<file path="config.mk">
export PLATFORM = sky130hd
export DESIGN_NAME = ipfp_hdr_proc
export DESIGN_NICKNAME = d
export VERILOG_FILES = /design/src/rtl/ipfp_pkg.sv /design/src/rtl/ipfp_rst_sync.sv /design/src/rtl/ipfp_classify.sv /design/src/rtl/ipfp_csum_upd.sv /design/src/rtl/ipfp_hdr_proc.sv
export SDC_FILE = /design/constraint.sdc
export NUM_CORES = 1
export LEC_CHECK = 0
export ABC_AREA = 1
export BUFFER_PORTS_ARGS = -buffer_cell sky130_fd_sc_hd__buf_2
export CORE_AREA = 2 2 223 225
export CTS_CLUSTER_DIAMETER = 150
export DETAILED_ROUTE_END_ITERATION = 10
export DIE_AREA = 0 0 225 227
export SLEW_MARGIN = 20
export SYNTH_ARGS = -nofsm -noshare
export SYNTH_HDL_FRONTEND = slang
export SYNTH_SLANG_ARGS = --single-unit
export TNS_END_PERCENT = 50
</file>
<file path="constraint.sdc">
create_clock -name clk_i -period 0.95 [get_ports clk_i]
set_clock_uncertainty 0.15 [all_clocks]
set_input_delay 0.095 -clock clk_i [delete_from_list [all_inputs] [get_ports clk_i]]
set_output_delay 0.095 -clock clk_i [all_outputs]
set_load 0.01 [all_outputs]
</file>
<file path="src/rtl/ipfp_pkg.sv">
package ipfp_pkg;
  localparam int TLEN_W = 16;
  localparam logic [15:0] ETYPE_IPV4 = 16'h0800;
  localparam logic [TLEN_W-1:0] MIN_TLEN = 16'd20;
  localparam logic [3:0] BASE_IHL = 4'd5;
  localparam logic [3:0] MCAST_TOP = 4'hE;

  typedef enum logic [2:0] {
    RSN_FAST    = 3'd0,
    RSN_NOT_IP  = 3'd1,
    RSN_BAD_LEN = 3'd2,
    RSN_OPTIONS = 3'd3,
    RSN_MCAST   = 3'd4,
    RSN_FRAG    = 3'd5,
    RSN_TTL     = 3'd6
  } reason_e;
endpackage

</file>
<file path="src/rtl/ipfp_rst_sync.sv">
module ipfp_rst_sync #(
  parameter int STAGES = 2
) (
  input  logic clk_i,
  input  logic rst_ni,
  output logic rst_sync_no
);
  logic [STAGES-1:0] chain_q;

  always_ff @(posedge clk_i or negedge rst_ni) begin
    if (!rst_ni) chain_q <= '0;
    else         chain_q <= {chain_q[STAGES-2:0], 1'b1};
  end

  assign rst_sync_no = chain_q[STAGES-1];
endmodule

</file>
<file path="src/rtl/ipfp_classify.sv">
module ipfp_classify
  import ipfp_pkg::*;
(
  input  logic [15:0]       etype,
  input  logic [3:0]        ver,
  input  logic [3:0]        ihl,
  input  logic [TLEN_W-1:0] tlen,
  input  logic [7:0]        ttl,
  input  logic [3:0]        dst_top,
  input  logic [TLEN_W-1:0] mtu,
  output reason_e           reason
);
  always_comb begin
    if (etype != ETYPE_IPV4 || ver != 4'd4)   reason = RSN_NOT_IP;
    else if (ihl < BASE_IHL || tlen < MIN_TLEN) reason = RSN_BAD_LEN;
    else if (ihl > BASE_IHL)                  reason = RSN_OPTIONS;
    else if (dst_top == MCAST_TOP)            reason = RSN_MCAST;
    else if (tlen > mtu)                      reason = RSN_FRAG;
    else if (ttl <= 8'd1)                     reason = RSN_TTL;
    else                                      reason = RSN_FAST;
  end
endmodule

</file>
<file path="src/rtl/ipfp_csum_upd.sv">
module ipfp_csum_upd (
  input  logic [15:0] old_ck,
  input  logic [15:0] old_word,
  input  logic [15:0] new_word,
  output logic [15:0] new_ck
);
  logic [17:0] raw_sum;
  logic [16:0] fold1;
  logic [16:0] fold2;

  always_comb begin
    raw_sum = {2'b00, ~old_ck} + {2'b00, ~old_word} + {2'b00, new_word};
    fold1   = {1'b0, raw_sum[15:0]} + {15'd0, raw_sum[17:16]};
    fold2   = {1'b0, fold1[15:0]} + {16'd0, fold1[16]};
    new_ck  = ~fold2[15:0];
  end
endmodule

</file>
<file path="src/rtl/ipfp_hdr_proc.sv">
module ipfp_hdr_proc
  import ipfp_pkg::*;
#(
  parameter int ENTRY_BYTES = 32,
  parameter int DESC_BYTES  = 8,
  parameter int SYNC_STAGES = 2
) (
  input  logic                     clk_i,
  input  logic                     rst_ni,
  input  logic                     in_valid,
  output logic                     in_ready,
  input  logic [ENTRY_BYTES*8-1:0] in_hdr,
  input  logic [TLEN_W-1:0]        cfg_mtu,
  output logic                     out_valid,
  input  logic                     out_ready,
  output logic [ENTRY_BYTES*8-1:0] out_hdr,
  output logic                     out_fast,
  output logic [2:0]               out_reason,
  output logic [31:0]              out_dst
);
  localparam int ENTRY_W   = ENTRY_BYTES * 8;
  localparam int TOP       = ENTRY_W - 1;
  localparam int ETYPE_MSB = TOP - 8 * (DESC_BYTES - 2);
  localparam int VER_MSB   = TOP - 8 * DESC_BYTES;
  localparam int TLEN_MSB  = TOP - 8 * (DESC_BYTES + 2);
  localparam int TTL_MSB   = TOP - 8 * (DESC_BYTES + 8);
  localparam int PROTO_MSB = TOP - 8 * (DESC_BYTES + 9);
  localparam int CK_MSB    = TOP - 8 * (DESC_BYTES + 10);
  localparam int DST_MSB   = TOP - 8 * (DESC_BYTES + 16);

  logic        rst_int_n;
  reason_e     reason;
  logic [7:0]  ttl_in;
  logic [7:0]  ttl_dec;
  logic [15:0] ck_new;
  logic [ENTRY_W-1:0] hdr_rw;

  logic               valid_q, valid_d;
  logic [ENTRY_W-1:0] hdr_q, hdr_d;
  logic               fast_q, fast_d;
  reason_e            reason_q, reason_d;
  logic [31:0]        dst_q, dst_d;
  logic               load, drain;

  ipfp_rst_sync #(.STAGES(SYNC_STAGES)) u_rst (
    .clk_i(clk_i), .rst_ni(rst_ni), .rst_sync_no(rst_int_n)
  );

  assign ttl_in  = in_hdr[TTL_MSB -: 8];
  assign ttl_dec = ttl_in - 8'd1;

  ipfp_classify u_cls (
    .etype  (in_hdr[ETYPE_MSB -: 16]),
    .ver    (in_hdr[VER_MSB -: 4]),
    .ihl    (in_hdr[VER_MSB-4 -: 4]),
    .tlen   (in_hdr[TLEN_MSB -: TLEN_W]),
    .ttl    (ttl_in),
    .dst_top(in_hdr[DST_MSB -: 4]),
    .mtu    (cfg_mtu),
    .reason (reason)
  );

  ipfp_csum_upd u_ck (
    .old_ck  (in_hdr[CK_MSB -: 16]),
    .old_word({ttl_in, in_hdr[PROTO_MSB -: 8]}),
    .new_word({ttl_dec, in_hdr[PROTO_MSB -: 8]}),
    .new_ck  (ck_new)
  );

  always_comb begin
    hdr_rw = in_hdr;
    hdr_rw[TTL_MSB -: 8] = ttl_dec;
    hdr_rw[CK_MSB -: 16] = ck_new;
  end

  assign load  = in_valid & in_ready;
  assign drain = valid_q & out_ready;

  // next-state process
  always_comb begin
    valid_d  = valid_q;
    hdr_d    = hdr_q;
    fast_d   = fast_q;
    reason_d = reason_q;
    dst_d    = dst_q;
    if (load) begin
      valid_d  = 1'b1;
      fast_d   = (reason == RSN_FAST);
      hdr_d    = (reason == RSN_FAST) ? hdr_rw : in_hdr;
      reason_d = reason;
      dst_d    = in_hdr[DST_MSB -: 32];
    end else if (drain) begin
      valid_d  = 1'b0;
    end
  end

  // register process: valid bit is reset, payload uses an explicit enable
  always_ff @(posedge clk_i or negedge rst_int_n) begin
    if (!rst_int_n) valid_q <= 1'b0;
    else            valid_q <= valid_d;
  end

  always_ff @(posedge clk_i) begin
    if (load) begin
      hdr_q    <= hdr_d;
      fast_q   <= fast_d;
      reason_q <= reason_d;
      dst_q    <= dst_d;
    end
  end

  assign in_ready   = rst_int_n & ~valid_q;
  assign out_valid  = valid_q;
  assign out_hdr    = hdr_q;
  assign out_fast   = fast_q;
  assign out_reason = reason_q;
  assign out_dst    = dst_q;
endmodule

</file>
==> impl_metrics.toml, run 1 <==
[run_status]
status = "finished with violations"
violations = "hold timing, setup timing"

[final_layout]
layout-drive-gt1-share_pct = 52.4
n_fill_cell = 4270
stdcell_count = 2826
fin_nets = 2507
area_delta_synth_final_pct = 98.4

[synth]
syn_inst = 987
yosys-top-cells-area = "edfxtp_1, nand2_1, ha_1"
synth_nets = 1320
synthesis.area_um2 = 11900
yosysWarnings = 0
synth-edff-count = 260
ys_top_cells_by_count = "edfxtp_1, nand2_1, inv_1"
synth_ff_type = "edfxtp_1"
synth_top_cell_by_area = "edfxtp_1"
ys_seq_area_share_pct = 66.4
synth_top_area_share_pct = 65.8
async_flop_share_pct = 1.14
ys_ff_latch = 263
syn_avg_cell_area_um2 = 12.0
yosys.cell_types.count = 41
yosysMostFrequentCell = "edfxtp_1"

[floorplan]
dieArea_um2 = 51100
coreArea_um2 = 48500
die_w_um = 225
io_pins = 570
fp-row-count = 81
fp.dieH_um = 227
initial_core_util_pct = 24.4

[timing]
setup_viol = 583
grt_setup_unrepaired = "yes"
max_freq_mhz = 169
fin_crit_ns = 5.93
maxSlewHeadroom_pct = 50.0
tightest_slew_ns = 0.750
hold_viol_final = 1
fin_hold_ws_ns = -0.328
drv_slew = 0
setup_slack_ns = -4.98
period_share_pct = 625

[setup_path]
worstPathArrival_ns = 6.10
required_ns = 1.12
cp_slowest_cell = "fa_2"
endpoint_kind = "flop"
start_kind = "input pin"
worst-path-max-fanout = 5
max_stage_delay_ns = 0.34
worstSetupPathType = "input pin to flop"
cpMostUsedCell = "nand2_2"

[place]
dp_cells = 2392
numPortBuffers = 569
gp_congestion = 0.906
hpwlAfterDp_mm = 46.2

[detailed_routing]
drtAntennaViolNets = 0
vias = 12500
dr.pass1.iters = 5
drt_iter0_drc = 681
drt_wl_total_mm = 63.8
remaining_drc_errors = 0
wl_per_cell_um = 22.6
viasPerCell = 4.44

[job]
drv_cap = 0

[clock_tree]
cts_tree = "built"
clk_pin_slew_ns = 0.06
cts_root_buffer = "clkbuf_16"
clock_path_buffers = 3
clk_latency_ns = 0.55
htreeDepth = 1
numCtsBuffers = 29
clock_sinks = 263

[grt]
grt_usage_pct = 23.6
grt_start_max_net_pins = 15
grt.overflow.total = 0
grt_pass1_vias = 12900
antenna_found_initial = 13
grt_pass1_wl_mm = 86.6

[pwr]
p_leak_nw = 10.7
ir_worst_vdd_mv = 1.06
power_density_nw_per_um2 = 1650

[min_path]
hp-class = "input pin to flop"
layout make-up:
class	count	area [um^2]	area share [%]
repair buffers	1191	9280	39.5
flip-flops and latches	263	7880	33.5
multi-input cells	552	4030	17.1
clock buffers	36	802	3.41
well taps	622	778	3.31
inverters	137	546	2.32
clock inverters	17	191	0.814
diodes	8	20.0	0.0851
report_power, final:
group,internal (mW),switching [mW],leakage (nW)
logic,6.60,6.56,7.78
registers,13.4,0.220,2.44
clock network,7.06,4.96,0.496
total,27.1,11.7,10.7
logic make-up after synthesis:
family,share of synthesized area [%]
simple gates,13.9
flops,66.4
buf+inv,6.49
compound gates,4.74
fa+ha+maj,6.20
xor+xnor,2.21
other cells,0.0316
cells in the final DEF, fill, tap and decap left out, drive strengths merged, types with 2 or more instances in the layout:
cell and instances:
ha 54, nand3 67, o21ai 45, dlygate4sd3 259
clkbuf 38, xor2 23, clkinv 10, bufinv 4
diode 8, nor2 63, a21oi 40, nor4 7
inv 139, and3 2, nand2 207, dfrtp 3
buf 930, edfxtp 260, xnor2 7, nand4 7
fa 3, nand3b 3, o21bai 4, a21o 4
nor3 3
routing by layer:
metal	vias up	wire, um	global-route usage, %
met5	-	40	0
met4	6	2920	9.91
met3	143	5020	6.85
met2	520	32500	42.7
met1	6112	23300	25.9
li1	5767	-	-
path summary, 6_finish.rpt:
kind | from | end | slack, ns | cells past startpoint
min | in_valid | out_valid | -0.33 | 3
max reg2reg | out_valid | out_hdr[107] | -0.86 | 7
min in group asynchronous | u_rst.chain_q[1] | out_valid | 0.10 | 2
min reg2reg | u_rst.chain_q[1] | out_valid | 0.10 | 2
max | in_hdr[96] | out_hdr[110] | -4.98 | 48
max in group asynchronous | rst_ni | u_rst.chain_q[1] | 0.27 | 3
through the flow:
stage | total power [mW] | utilization [%] | setup WS (ns) | area, um^2 | setup TNS [ns]
finish | 38.8 | 48.5 | -4.98 | 23500 | -401.49
global route | 40.4 | 48.4 | -5.48 | 23500 | -422.76
detailed placement | 23.3 | 35.7 | -5.83 | 17300 | -265.19
floorplan | 18.3 | - | -5.17 | 12000 | -1140.96
global placement | 23.2 | 35.7 | -5.67 | 17300 | -257.77
CTS | 38.4 | 47.8 | -4.75 | 23200 | -397.00
worst max-delay path: cells and delay by family:
kind | cells | cell delay, ns
adder cells (fa/ha/maj) | 7 | 1.53
AO/OA/AOI/OAI | 9 | 1.07
XOR/XNOR | 2 | 0.33
AND/OR/NAND/NOR | 26 | 2.82
buffers and inverters | 4 | 0.23
state kept, by name, indices dropped and copies added, names as in the netlist:
register       cells
out_reason         3
u_rst.chain_q      2
out_hdr          256
out_valid          1
out_fast           1
what timing repair did:
item | CTS | global route
cloned | 23 | 2
buffers inserted | 105 | 31
setup endpoints to repair | 582 | 583
pin swaps | 77 | 49
hold buffers | 259 | 10
hold endpoints to repair | 260 | 12
gates resized for setup | 223 | 151
Note: power is estimated with default switching activity, not from simulation.
==> run 2, diff against run 1 <==
--- a/config.mk
+++ b/config.mk
@@ -13,2 +13,3 @@
 export DIE_AREA = 0 0 225 227
+export SKIP_CTS_REPAIR_TIMING = 1
 export SLEW_MARGIN = 20
--- a/constraint.sdc
+++ b/constraint.sdc
@@ -4,2 +4,2 @@
 set_output_delay 0.095 -clock clk_i [all_outputs]
-set_load 0.01 [all_outputs]
+set_load 0.02 [all_outputs]
==> impl_metrics.toml, run 2 (synthesized netlist as in run 1, its figures left out) <==
[pwr]
p_sw_mw = 11.8
sw_frac_of_total_pct = 30.9
p_seq_share_pct = 35.8
p_int_mw = 26.2
p_clk_share_pct = 32.3
power_density_nw_per_um2 = 1660
p_leak_nw = 10.3
combPwrFrac_pct = 31.9
ir_worst_vdd_mv = 0.954

[floorplan]
dieArea_um2 = 51100
coreArea_um2 = 48500
io_pins = 570
die_w_um = 225
initial_core_util_pct = 24.4
fp.dieH_um = 227
fp-row-count = 81

[timing]
period_share_pct = 608
setup_viol = 583
tightest_slew_ns = 0.748
hold_viol_final = 3
max_freq_mhz = 173
fin_crit_ns = 5.77
drv_slew = 0
fin_hold_ws_ns = -0.275
setup_slack_ns = -4.82
grt_setup_unrepaired = "yes"
maxSlewHeadroom_pct = 50.1

[grt]
grt.overflow.total = 0
use_met2_pct = 37.0
grt_start_max_net_pins = 40
grt_usage_pct = 20.6
grt_pass1_wl_mm = 74.4
grt_util_met1_pct = 23.2
met3_usage_pct = 6.47
grt_most_used_layer = "met2"
antenna_found_initial = 15
grt_pass1_vias = 10800

[setup_path]
endpoint_kind = "flop"
worstSetupPathType = "input pin to flop"
cp_slowest_cell = "ha_1"
cpMostUsedCell = "nand2_1"
start_kind = "input pin"
worst-path-max-fanout = 4
max_stage_delay_ns = 0.35
worstPathArrival_ns = 5.89
required_ns = 1.07

[detailed_routing]
drt_iter0_drc = 613
wl_per_cell_um = 22.5
dr.pass1.iters = 5
vias = 12400
drt_wl_total_mm = 62.3
remaining_drc_errors = 0
viasPerCell = 4.48
drtAntennaViolNets = 0

[place]
placed_area_um2 = 17300
numPortBuffers = 569
hpwlAfterDp_mm = 46.6
gp_congestion = 0.909

[final_layout]
multi_input_area_um2 = 3940
layout-drive-gt1-share_pct = 51.0
fin_nets = 2445
n_fill_cell = 4337
final_common_cell = "buf_2"
area_delta_synth_final_pct = 92.6
final_core_util_pct = 47.1
mostFrequentLayoutCells = "buf_2, edfxtp_1, dlygate4sd3_1, buf_4, nand2_1"
regArea_um2 = 7880
design_area_um2 = 22900
largest_register_ffs = 256

[clock_tree]
clock_sinks = 263
cts_root_buffer = "clkbuf_16"
htreeDepth = 2
cts_tree = "built"
numCtsBuffers = 34
clock_path_buffers = 3
clk_pin_slew_ns = 0.06
clk_latency_ns = 0.51

[run_status]
violations = "hold timing, setup timing"
status = "finished with violations"

[min_path]
hp-class = "input pin to flop"

[job]
drv_cap = 0
## run 2: cell types whose count changed in the layout (fill, tap and decap cells not counted), sizes merged
cell / before / now
buf: 930 / 848
dlygate4sd3: 259 / 257
clkbuf: 38 / 65
clkinvlp: 1 / 6
inv: 139 / 137
diode: 8 / 7
bufinv: 4 / 1
clkinv: 10 / 7
## run 2: routing by layer
layer / share of wire [%] / up-vias
li1: - / 5642
met1: 38 / 6148
met2: 52 / 479
met3: 6.9 / 113
met4: 3.3 / 10
met5: 0.11 / -
## run 2: worst paths after layout
kind                                  start                to  slack (ns)  depth (start not counted)
setup / recovery                in_hdr[113]      out_hdr[109]       -4.82                         49
hold / removal                     in_valid         out_valid       -0.27                          3
setup reg to reg           u_rst.chain_q[1]      out_hdr[199]       -0.88                          7
hold reg to reg            u_rst.chain_q[1]         out_valid        0.09                          2
max in group asynchronous            rst_ni  u_rst.chain_q[0]        0.22                          3
min in group asynchronous  u_rst.chain_q[1]         out_valid        0.09                          2
## run 2: worst max-delay path, delay by kind of cell
family	cells	cell delay [ns]
xor+xnor	1	0.16
simple gates	30	3.19
buf+inv	7	0.64
compound gates	7	0.67
fa+ha+maj	4	1.13
## run 2: power groups by stage
stage	sequential (mW)	clock (mW)	combinational [mW]
finish	13.6	12.3	12.1
global route	13.6	13.0	13.1
CTS	13.6	12.5	9.87
detailed placement	13.8	0	9.83
global placement	13.8	0	9.75
floorplan	14.5	0	4.20
## run 2: cell type report
class                   instances  share of cell area (%)
diodes                          7                  0.0767
clock inverters                14                   0.504
multi-input cells             552                    17.2
flip-flops and latches        263                    34.5
inverters                     137                    2.42
clock buffers                  46                    4.06
repair buffers               1124                    37.8
well taps                     622                    3.41
## run 2: metrics by stage
stage | hold slack (ns) | setup TNS [ns] | setup WS, ns | std cells | total power, mW
after floorplan | -0.351 | -1144.18 | -5.17 | 987 | 18.7
after global placement | -0.269 | -252.96 | -5.69 | 2384 | 23.6
after detailed placement | -0.265 | -262.68 | -5.89 | 2384 | 23.7
after CTS | -0.822 | -368.31 | -5.36 | 2444 | 36.0
after global routing | -0.300 | -421.38 | -5.29 | 2763 | 39.7
final | -0.275 | -395.25 | -4.82 | 2765 | 38.0
==> run 3, diff against run 2 <==
--- a/constraint.sdc
+++ b/constraint.sdc
@@ -4,2 +4,2 @@
 set_output_delay 0.095 -clock clk_i [all_outputs]
-set_load 0.02 [all_outputs]
+set_load 0.005 [all_outputs]
==> impl_metrics.toml, run 3 (synthesized netlist as in run 1, its figures left out) <==
[run_status]
status = "finished with violations"
violations = "hold timing, setup timing"

[clock_tree]
cts_root_buffer = "clkbuf_16"
clk_pin_slew_ns = 0.06
clk_latency_ns = 0.56
clock_path_buffers = 3
cts_tree = "built"
htreeDepth = 1
clock_sinks = 263
numCtsBuffers = 29

[setup_path]
r2r_cells = 7
r2r_start = "u_rst.chain_q[1]"
required_ns = 1.10
endpoint_kind = "flop"
r2r_setup_slack_ns = -0.88
start_kind = "input pin"
worst-path-max-fanout = 3
worstPathArrival_ns = 5.92
cp_slowest_cell = "ha_1"
r2r-end = "out_hdr[111]"
worstSetupPathType = "input pin to flop"
cpMostUsedCell = "nor2_4"
max_stage_delay_ns = 0.32

[timing]
setup_slack_ns = -4.82
setup_viol = 583
maxSlewHeadroom_pct = 52.4
fin_hold_ws_ns = -0.329
period_share_pct = 607
fin_crit_ns = 5.77
max_freq_mhz = 173
drv_slew = 0
hold_viol_final = 4
tightest_slew_ns = 0.714
grt_setup_unrepaired = "yes"

[pwr]
combPwrFrac_pct = 31.2
sw_frac_of_total_pct = 29.6
p_clk_share_pct = 32.2
ir_worst_vdd_mv = 1.06
p_sw_mw = 11.0
p_seq_share_pct = 36.6
p_leak_nw = 10.4
power_density_nw_per_um2 = 1640
p_int_mw = 26.2

[grt]
grt_pass1_vias = 10600
antenna_found_initial = 17
grt_most_used_layer = "met2"
grt_usage_pct = 20.2
grt_start_max_net_pins = 26
met3_usage_pct = 6.66
grt_pass1_wl_mm = 73.0
grt_util_met1_pct = 22.3
grt.overflow.total = 0
use_met2_pct = 36.9

[final_layout]
final_common_cell = "buf_2"
design_area_um2 = 22700
layout-drive-gt1-share_pct = 50.3
mostFrequentLayoutCells = "buf_2, edfxtp_1, dlygate4sd3_1, buf_4, nand2_1"
fin_nets = 2444
final_core_util_pct = 46.8
area_delta_synth_final_pct = 91.5
largest_register_ffs = 256

[place]
hpwlAfterDp_mm = 46.2
gp_congestion = 0.906
placed_area_um2 = 17300
numPortBuffers = 569

[floorplan]
fp.dieH_um = 227
initial_core_util_pct = 24.4
fp-row-count = 81
io_pins = 570
die_w_um = 225
coreArea_um2 = 48500
dieArea_um2 = 51100

[detailed_routing]
vias = 12100
wl_per_cell_um = 22.6
remaining_drc_errors = 0
drt_iter0_drc = 638
viasPerCell = 4.38
drt_wl_total_mm = 62.3
dr.pass1.iters = 5
drtAntennaViolNets = 0

[min_path]
min_path_cells = 3
hp-class = "input pin to flop"
hp-start = "in_valid"
whs_endpoint = "out_valid"

[job]
drv_cap = 0
run 3: cell types whose count changed in the layout (fill, tap and decap cells not counted), sizes merged:
cell      change
buf           +2
bufinv        +3
clkbuf        -8
clkinv        +4
clkinvlp      -5
diode         +2
inv           +1
run 3: critical path, delay by kind of cell:
kind                     cells  cell delay [ns]
adder cells (fa/ha/maj)      5             1.25
AND/OR/NAND/NOR             25             2.59
XOR/XNOR                     2             0.33
AO/OA/AOI/OAI               11             1.29
buffers and inverters        4             0.33
run 3: final cells by class:
cell class | instances | area, um^2
timing repair buffer | 1128 | 8620
sequential | 263 | 7880
tap | 622 | 778
multi-input combinational | 552 | 3870
clock inverter | 17 | 191
fill | 4367 | 25800
clock buffer | 36 | 802
antenna | 9 | 22.5
inverter | 137 | 548
run 3: how the worst max path moves through the flow:
stage                startpoint  depth (start not counted)  slack [ns]      endpoint
floorplan           in_hdr[112]                         47       -5.17  out_hdr[110]
detailed placement  in_hdr[112]                         48       -5.83  out_hdr[110]
global placement    in_hdr[112]                         48       -5.67  out_hdr[110]
CTS                 in_hdr[112]                         48       -5.25  out_hdr[110]
global route         in_hdr[96]                         47       -5.23  out_hdr[109]
finish               in_hdr[98]                         47       -4.82  out_hdr[109]
run 3: power groups by stage:
stage	Clock, mW	Combinational (mW)	Sequential (mW)
after global routing	12.6	12.6	13.6
after detailed placement	0	9.32	13.8
after CTS	12.2	9.36	13.6
after floorplan	0	4.13	13.9
after global placement	0	9.20	13.8
final	12.0	11.6	13.6
run 3: per-layer routing:
layer  vias to the layer above  share of wire, %
met3                       117               7.5
met1                      5894                37
li1                       5643                 -
met4                        12               3.6
met2                       427                52
met5                         -              0.13
run 3: through the flow:
step                      setup TNS (ns)  total power [mW]  std cells  setup slack, ns
final                            -411.34              37.2       2764            -4.82
after detailed placement         -265.18              23.1       2392            -5.83
after CTS                        -371.43              35.2       2445            -5.25
after floorplan                 -1134.79              18.1        987            -5.17
after global placement           -257.75              23.0       2392            -5.67
after global routing             -434.40              38.8       2761            -5.23
